**config.mk**
```make
export PLATFORM = sky130hd
export DESIGN_NAME = acq_seq
export DESIGN_NICKNAME = d
export VERILOG_FILES = /design/src/rtl/acq_pkg.sv /design/src/rtl/acq_hdr_det.sv /design/src/rtl/acq_ctrl.sv /design/src/rtl/acq_wmux.sv /design/src/rtl/acq_seq.sv
export SDC_FILE = /design/constraint.sdc
export NUM_CORES = 1
export LEC_CHECK = 0
export BUFFER_PORTS_ARGS = -buffer_cell sky130_fd_sc_hd__buf_2
export CAP_MARGIN = 5
export CORE_UTILIZATION = 35
export DETAILED_ROUTE_END_ITERATION = 6
export SLEW_MARGIN = 25
export SYNTH_ARGS = -nofsm -noshare
export SYNTH_HDL_FRONTEND = slang
export SYNTH_SLANG_ARGS = --single-unit
```
**constraint.sdc**
```tcl
create_clock -name clk -period 2.7 [get_ports clk]
set_input_delay 0.135 -clock clk [delete_from_list [all_inputs] [get_ports clk]]
set_output_delay 0.135 -clock clk [all_outputs]
set_load 0.005 [all_outputs]
```
**src/rtl/acq_pkg.sv**
```systemverilog
`timescale 1ns/1ps
package acq_pkg;

    localparam int SMP_W  = 8;
    localparam int NCH    = 4;
    localparam int WORD_W = SMP_W * NCH;

    typedef enum logic [1:0] {
        MD_FREE     = 2'b00,
        MD_TRIG_HDR = 2'b01,
        MD_HDR      = 2'b10,
        MD_WIN      = 2'b11
    } acq_mode_e;

    typedef enum logic [2:0] {
        ST_IDLE,
        ST_SEARCH,
        ST_TAG,
        ST_EVENT,
        ST_STREAM
    } acq_state_e;

    typedef enum logic [1:0] {
        WS_STREAM,
        WS_TAG,
        WS_EVENT
    } wsel_e;

    typedef struct packed {
        logic vld;
        logic one;
    } sym_t;

    // Threshold window classification of one sample.
    function automatic sym_t classify(input logic [SMP_W-1:0] s,
                                      input logic [SMP_W-1:0] lo,
                                      input logic [SMP_W-1:0] hi);
        sym_t r;
        if (s <= lo) begin
            r.vld = 1'b1;
            r.one = 1'b0;
        end else if (s >= hi) begin
            r.vld = 1'b1;
            r.one = 1'b1;
        end else begin
            r.vld = 1'b0;
            r.one = 1'b0;
        end
        return r;
    endfunction

endpackage

```
**src/rtl/acq_hdr_det.sv**
```systemverilog
`timescale 1ns/1ps
module acq_hdr_det
    import acq_pkg::*;
#(
    parameter int          HDR_LEN = 4,
    parameter logic [HDR_LEN-1:0] HDR_PAT = 4'b0101
) (
    input  logic             clk,
    input  logic             rst,
    input  logic             en,
    input  logic [SMP_W-1:0] smp,
    input  logic [SMP_W-1:0] lo,
    input  logic [SMP_W-1:0] hi,
    output logic             hit
);
    localparam int HIST = HDR_LEN - 1;

    sym_t cur;
    sym_t hist [HIST];
    logic match;

    always_comb begin
        cur   = classify(smp, lo, hi);
        match = cur.vld && (cur.one == HDR_PAT[0]);
        for (int j = 0; j < HIST; j++) begin
            match = match && hist[j].vld && (hist[j].one == HDR_PAT[j+1]);
        end
        hit = en && match;
    end

    always_ff @(posedge clk) begin
        if (rst || !en) begin
            for (int j = 0; j < HIST; j++) begin
                hist[j] <= '0;
            end
        end else begin
            hist[0] <= cur;
            for (int j = 1; j < HIST; j++) begin
                hist[j] <= hist[j-1];
            end
        end
    end

endmodule

```
**src/rtl/acq_ctrl.sv**
```systemverilog
`timescale 1ns/1ps
module acq_ctrl
    import acq_pkg::*;
#(
    parameter int FIFO_DEPTH = 2048,
    parameter int EVT_LEN    = 144,
    parameter int WIN_LEN    = 256
) (
    input  logic       clk,
    input  logic       rst,
    input  logic [1:0] mode,
    input  logic       trig,
    input  logic       fifo_full,
    input  logic       hdr_hit,
    output logic       search_en,
    output logic       wr_en,
    output wsel_e      wsel,
    output logic       busy
);
    localparam int CNT_W = $clog2(FIFO_DEPTH + 1);
    localparam logic [CNT_W-1:0] LIM_FREE = CNT_W'(FIFO_DEPTH - 1);
    localparam logic [CNT_W-1:0] LIM_WIN  = CNT_W'(WIN_LEN - 1);
    localparam logic [CNT_W-1:0] LIM_EVT  = CNT_W'(EVT_LEN - 1);

    acq_state_e       st;
    logic [CNT_W-1:0] cnt;
    logic [CNT_W-1:0] lim;
    logic             armed;
    acq_mode_e        md;
    logic             writing;

    assign md = acq_mode_e'(mode);

    always_ff @(posedge clk) begin
        if (rst) begin
            st    <= ST_IDLE;
            cnt   <= '0;
            lim   <= '0;
            armed <= 1'b0;
        end else begin
            case (st)
                ST_IDLE: begin
                    cnt <= '0;
                    if (md == MD_HDR) begin
                        st    <= ST_SEARCH;
                        armed <= 1'b0;
                    end else if (trig) begin
                        if (md == MD_TRIG_HDR) begin
                            st    <= ST_SEARCH;
                            armed <= 1'b1;
                        end else begin
                            st  <= ST_STREAM;
                            lim <= (md == MD_WIN) ? LIM_WIN : LIM_FREE;
                        end
                    end
                end
                ST_SEARCH: begin
                    if (hdr_hit) begin
                        st <= ST_TAG;
                    end else if (md == MD_FREE || md == MD_WIN) begin
                        st <= ST_IDLE;
                    end
                end
                ST_TAG: begin
                    cnt <= '0;
                    st  <= fifo_full ? ST_IDLE : ST_EVENT;
                end
                ST_EVENT: begin
                    if (fifo_full || cnt == LIM_EVT) begin
                        st <= ST_IDLE;
                    end else begin
                        cnt <= cnt + 1'b1;
                    end
                end
                ST_STREAM: begin
                    if (fifo_full || cnt == lim) begin
                        st <= ST_IDLE;
                    end else begin
                        cnt <= cnt + 1'b1;
                    end
                end
                default: st <= ST_IDLE;
            endcase
        end
    end

    always_comb begin
        writing   = (st == ST_TAG) || (st == ST_EVENT) || (st == ST_STREAM);
        wr_en     = writing && !fifo_full;
        busy      = writing || ((st == ST_SEARCH) && armed);
        search_en = (st == ST_SEARCH);
        case (st)
            ST_TAG:   wsel = WS_TAG;
            ST_EVENT: wsel = WS_EVENT;
            default:  wsel = WS_STREAM;
        endcase
    end

endmodule

```
**src/rtl/acq_wmux.sv**
```systemverilog
`timescale 1ns/1ps
module acq_wmux
    import acq_pkg::*;
#(
    parameter int TAG_W = 12
) (
    input  logic                       clk,
    input  logic                       rst,
    input  logic [NCH-1:0][SMP_W-1:0]  smp,
    input  logic [TAG_W-1:0]           tag,
    input  wsel_e                      wsel,
    output logic [WORD_W-1:0]          data
);
    logic [WORD_W-1:0] now_word;
    logic [WORD_W-1:0] dly_word;

    assign now_word = smp;

    // One-cycle delay so the event body starts with the sample that
    // shared its cycle with the tag write.
    always_ff @(posedge clk) begin
        if (rst) begin
            dly_word <= '0;
        end else begin
            dly_word <= now_word;
        end
    end

    always_comb begin
        case (wsel)
            WS_TAG:   data = {{(WORD_W-TAG_W){1'b0}}, tag};
            WS_EVENT: data = dly_word;
            default:  data = now_word;
        endcase
    end

endmodule

```
**src/rtl/acq_seq.sv**
```systemverilog
`timescale 1ns/1ps
module acq_seq
    import acq_pkg::*;
#(
    parameter int FIFO_DEPTH = 2048,
    parameter int EVT_LEN    = 144,
    parameter int WIN_LEN    = 256,
    parameter int TAG_W      = 12
) (
    input  logic                      clk,
    input  logic                      rst,
    input  logic [1:0]                mode,
    input  logic [SMP_W-1:0]          thr_lo,
    input  logic [SMP_W-1:0]          thr_hi,
    input  logic                      trig,
    input  logic [TAG_W-1:0]          trig_count,
    input  logic [NCH-1:0][SMP_W-1:0] adc_smp,
    input  logic                      fifo_full,
    output logic                      wr_en,
    output logic [WORD_W-1:0]         wr_data,
    output logic                      busy
);
    logic  search_en;
    logic  det_hit;
    wsel_e wsel;

    acq_hdr_det u_det (
        .clk (clk),
        .rst (rst),
        .en  (search_en),
        .smp (adc_smp[0]),
        .lo  (thr_lo),
        .hi  (thr_hi),
        .hit (det_hit)
    );

    acq_ctrl #(
        .FIFO_DEPTH (FIFO_DEPTH),
        .EVT_LEN    (EVT_LEN),
        .WIN_LEN    (WIN_LEN)
    ) u_ctrl (
        .clk       (clk),
        .rst       (rst),
        .mode      (mode),
        .trig      (trig),
        .fifo_full (fifo_full),
        .hdr_hit   (det_hit),
        .search_en (search_en),
        .wr_en     (wr_en),
        .wsel      (wsel),
        .busy      (busy)
    );

    acq_wmux #(
        .TAG_W (TAG_W)
    ) u_wmux (
        .clk  (clk),
        .rst  (rst),
        .smp  (adc_smp),
        .tag  (trig_count),
        .wsel (wsel),
        .data (wr_data)
    );

endmodule

```
# After elaboration in Yosys (flattened, before gate mapping)
# Memory sizes are Yosys's and may differ from the RTL's.
# Index checks and enable logic that the tools add are counted.
# totals
ram_bits	6
mem_count	1
ff_bits	60
elab_cells	88
input_bits	66
out_inout_bits	34
# classes
muxes	26
n_eq_ne	17
add_sub_neg	1
magnitude_cmp	2
n_bitwise	7
reduce_logical	29
# mem_list
memory	words	word_bits	read_ports	rd_ports_with_merged_regs	write_ports	line	rtl
u_det.hist	3	2	3	0	3	acq_hdr_det.sv:19	sym_t hist [HIST];
# ops
cell	count
case mux 32 bit (2 select lines)	1
case mux 12 bit (3 select lines)	1
two-way mux 12 bit	2
two-way mux 3 bit	7
case mux 3 bit (5 select lines)	1
adder 12 x 1 -> 12 bit (second input constant)	1
equality test 12 bit	1
equality test 12 x 8 -> 1 bit (second input constant)	1
two-way mux 2 bit	6
two-way mux 11 bit	1
logical AND 1 bit	10
>= comparator 8 bit	1
less-or-equal comparator 8 bit	1
AND reduction 4 bit	2
logical OR 1 bit	7
equality test 2 bit (second input constant)	3
equality test 3 x 2 -> 1 bit (second input constant)	2
two-way mux 1 bit	6
inequality test 3 x 2 -> 1 bit (second input constant)	2
AND reduction 3 bit	2
equality test 2 x 1 -> 1 bit (second input constant)	2
inequality test 2 x 1 -> 1 bit (second input constant)	2
inequality test 2 bit (second input constant)	2
NOT 1 bit	4
other kinds (10)	14

# Longest topological paths before layout
# depth
ltp_word	13
mapped_depth	8
mapped_depth_nobuf	8

# Hierarchy
# A second synthesis with hierarchy kept.
# hier_totals
cells_unflattened	362
area_unflattened_um2	3238.1
# modules_own_cells
mod	seq_area_each_um2	cells_per_inst	area_per_inst_um2	n_inst
acq_wmux	640.6	139	1330.0	1
acq_ctrl	360.3	155	1272.5	1
acq_hdr_det	120.1	68	635.6	1

# Worst setup path after synthesis
# No wires, ideal clock.
# synth_timing
path_type	register to register
startpoint	reg u_ctrl.cnt[0]
endpoint	reg u_ctrl.cnt[5]
synth_period_minus_slack_ns	2.062
setup_time_ns	0.115
required_time_ns	2.585
path_buffers	1
arrival_ns	1.948
path_stages_with_launch	9
path_slack_ns	0.638
path_cell_list	dfxtp_1 -> ha_1 -> and4_1 -> and4_4 -> o41a_1 -> o41a_2 -> buf_6 -> o31a_1 -> o21a_1
# synth_via
elab_chain_len	4
elab_cells_between_ends	11
classes_between	1 x add/sub; 4 x eq/ne; 3 x mux; 3 x reduce/logical
# synth_lines
element	line	rtl
start, declared	acq_ctrl.sv:26	logic [CNT_W-1:0] cnt;
start signal, assigned	acq_ctrl.sv:72	cnt <= cnt + 1'b1;
start signal, assigned	acq_ctrl.sv:79	cnt <= cnt + 1'b1;
branches (longest 4 deep; another with adder 12 x 1 -> 12 bit)	--	
# Several ways; the timed one is not identified. The select of a mux whose other input is x is not followed.
# A chain may end at the register's enable or synchronous reset.

# Worst setup path after layout
# layout_timing
startpoint	reg u_ctrl.cnt[0]
endpoint	reg u_ctrl.cnt[10]
# The elaborated chain is that of the path after synthesis.

==> results.rst <==
.. list-table::
   :header-rows: 1

   * - Metric
     - Value
   * - Number of antenna violations at the first check in global routing
     - 0
   * - Post-Place Cells
     - 567
   * - Total buffers and inverters traversed by the critical path
     - 0
   * - Count of inserted antenna diode cells
     - 0
   * - Average detailed-routed wire length per instance
     - approximately 12 µm
   * - Total of buffers placed on input and output ports
     - slightly below 100
   * - Clock transition at the registers of the reported paths
     - 0.10 ns
   * - Flip-flop and latch area
     - 0.00112 mm²
   * - Critical Path Fanout Max
     - 22
   * - Total Power Consumption
     - 1.63 mW
   * - Routability-driven placement congestion ratio
     - 0.804
   * - Total I/O pin count
     - 100
   * - Detail Route Antenna Nets
     - 0
   * - 1st-pass router iterations
     - 4
   * - Worst setup skew after layout
     - 0.00378 ns
   * - Clock sinks
     - between 50 and 60
   * - Class of the tightest hold or removal check
     - input pin to flop
   * - Fraction of the core area covered by cells at the end of the flow
     - between 40% and 50%
   * - Iter 0 DRT Violations
     - 98
   * - Fraction of final layout cells sized beyond drive strength 1
     - 24.5%
   * - Pin count of the biggest net entering global routing
     - 65
   * - All-layer global routing usage
     - 15.9%
   * - Final worst path period need
     - 2.34 ns
   * - Commonest register cell after synthesis
     - dfxtp_1
   * - Post-DP HPWL
     - 4990 µm
   * - Run status
     - finished clean
   * - Count of final setup violators
     - 0
   * - Hold WS
     - 0.0408 ns
   * - Chip Height
     - 94.5 µm
   * - Total negative slack for setup checks
     - 0 ns
   * - Largest delay contributor family on the critical path
     - simple AND/OR/NAND/NOR gates
   * - Warnings, synthesis
     - 0
   * - Number of remaining DRC errors
     - 0
   * - Share of synthesized area occupied by flip-flops and latches
     - 37.4%
   * - Worst setup path class
     - flop to flop
   * - Die area
     - 0.00893 mm²
   * - CTS H-tree depth
     - 2
   * - Post-detailed-routing wire length
     - 6720 µm
   * - Power per Cell Area
     - 443 mW/mm²
   * - Area growth from synthesis to layout
     - 22.6%
   * - Number of buffers added by the clock tree synthesis step
     - 5
   * - Vias post-DR
     - roughly 2800
   * - RSZ-0062 raised after global routing
     - no
   * - Data required time at the worst endpoint
     - slightly below 3 ns
   * - Area of the placeable core
     - 0.00826 mm²
   * - Fill count
     - 845
   * - Maximum Capacitance Violations
     - 0
   * - Remaining global-route overflow
     - 0
   * - Max stage delay cell, worst path
     - or4_1
   * - Die boundary width
     - 94.5 µm
   * - CP cell instances
     - ha_1 > and4_1 > and4_4 > o41a_1 > o41a_2 > or4_1 > a21oi_1
   * - Nature of the critical path startpoint
     - flop
   * - Cell Area, Synth
     - 0.00299 mm²
   * - Synthesized Nets
     - around 470
   * - Endpoints failing hold
     - 0
   * - Combined area of the multi-input logic cells
     - around 0.0017 mm²
   * - Vias in the first global route
     - 2608
   * - TritonCTS clock tree
     - yes
   * - Latest clock arrival within the worst-skew pair
     - 0.31 ns
   * - Async set or reset register ratio after synthesis
     - 0%
   * - Buffer cell driving the clock tree root
     - clkbuf_8
   * - Resize count post-CTS
     - 0
   * - First-pass GRT wire length
     - 11400 µm
   * - Max IR drop VDD
     - 0.226 mV
   * - Final critical-path share of the clock period
     - 86.6%
   * - Layout Nets
     - 557
   * - Delay of the slowest cell on the worst path
     - 0.51 ns
   * - WP data arrival
     - ~2.6 ns
   * - Setup bufs post-CTS
     - 0
   * - Transition time at the pin with the least slew margin
     - 0.766 ns
   * - Static leakage
     - 1.65 nW
   * - Synthesized instance count
     - around 380
   * - Flop and latch count out of synthesis
     - 56
   * - Synthesized area per cell
     - 7.90 µm²
   * - Count of standard-cell rows
     - 33
   * - Maximum clock frequency
     - around 430 MHz
   * - Max clock buf depth
     - 2
   * - Commonest cells after routing, fill and taps aside
     - buf_2 (99), nand2_1 (68), dfxtp_1 (56)
   * - Kind of capture point of the worst setup path
     - flop
   * - Number of hold buffers added after CTS
     - 0
   * - Worst relative slew slack
     - 49.0%
   * - Most common cell after layout, fill and taps aside
     - buf_2
   * - Ratio of routed vias to standard cells
     - 4.82
   * - Number of flops mapped to enable cells by yosys
     - 0
   * - Final max-slew violation count
     - 0
   * - Initial standard-cell utilization of the core
     - about 36%
   * - Finished Layout Cells
     - 575
   * - Count of different cell masters after synthesis
     - 46
[cell usage after synthesis, types with 5 or more instances]
master    instances  share of area (%)
or3_1             5                1.0
a22oi_1          11                2.8
o21ai_0          41                6.9
dfxtp_1          56                 37
nor3_1            5               0.84
and2_1            6                1.3
nand4_1           5                1.0
a21oi_1          22                3.7
nor2_1           14                1.8
inv_1            23                2.9
nand3_1           5               0.84
ha_1             22                9.2
clkbuf_1         14                1.8
nor2b_1          35                7.3
nand2_1          68                8.5
[path summary, 6_finish.rpt]
kind / startpoint / slack [ns] / depth (start not counted) / to
setup / recovery: u_ctrl.cnt[0] / 0.36 / 7 / u_ctrl.cnt[10]
hold / removal: adc_smp[21] / 0.04 / 2 / u_wmux.dly_word[21]
setup reg to reg: u_ctrl.cnt[0] / 0.36 / 7 / u_ctrl.cnt[10]
hold reg to reg: u_det.hist[0][2] / 0.47 / 1 / u_det.hist[0][4]
[cells by family after synthesis]
logic type,count (synthesis),share of synthesized area (%)
buf+inv,42,5.60
simple gates,163,27.7
compound gates,94,19.3
mux,2,0.669
fa+ha+maj,22,9.19
flops,56,37.4
[state kept, by name, summed over array words and instances (netlist names)]
register	cells
u_ctrl.armed	1
u_ctrl.cnt	12
u_ctrl.lim	2
u_ctrl.st	3
u_det.hist	6
u_wmux.dly_word	32
[metal layers]
metal / part of all wire (%) / track usage (%)
met4: 1.4 / 4.17
met3: 4.8 / 3.78
met2: 48 / 28.0
met1: 46 / 19.3
met5: 0 / 0
[stage by stage]
stage	cell area [µm²]	setup WS [ns]
2_1_floorplan	2990	0.638
3_3_place_gp	3570	0.451
3_5_place_dp	3570	0.392
4_1_cts	3670	0.347
5_1_grt	3670	0.149
6_report	3670	0.362
[final cells by class]
type,count,share of cell area [%]
multi-input cells,281,46.5
flip-flops and latches,56,30.5
repair buffers,102,14.5
well taps,105,3.58
inverters,23,2.35
clock buffers,5,1.87
clock inverters,3,0.750
[report_power, final]
part	internal (mW)	total, mW	switching (mW)
Combinational	0.127	0.268	0.140
Clock	0.191	0.483	0.292
Sequential	0.861	0.877	0.0159
Total	1.18	1.63	0.448
(Power assumes the default switching activity.)
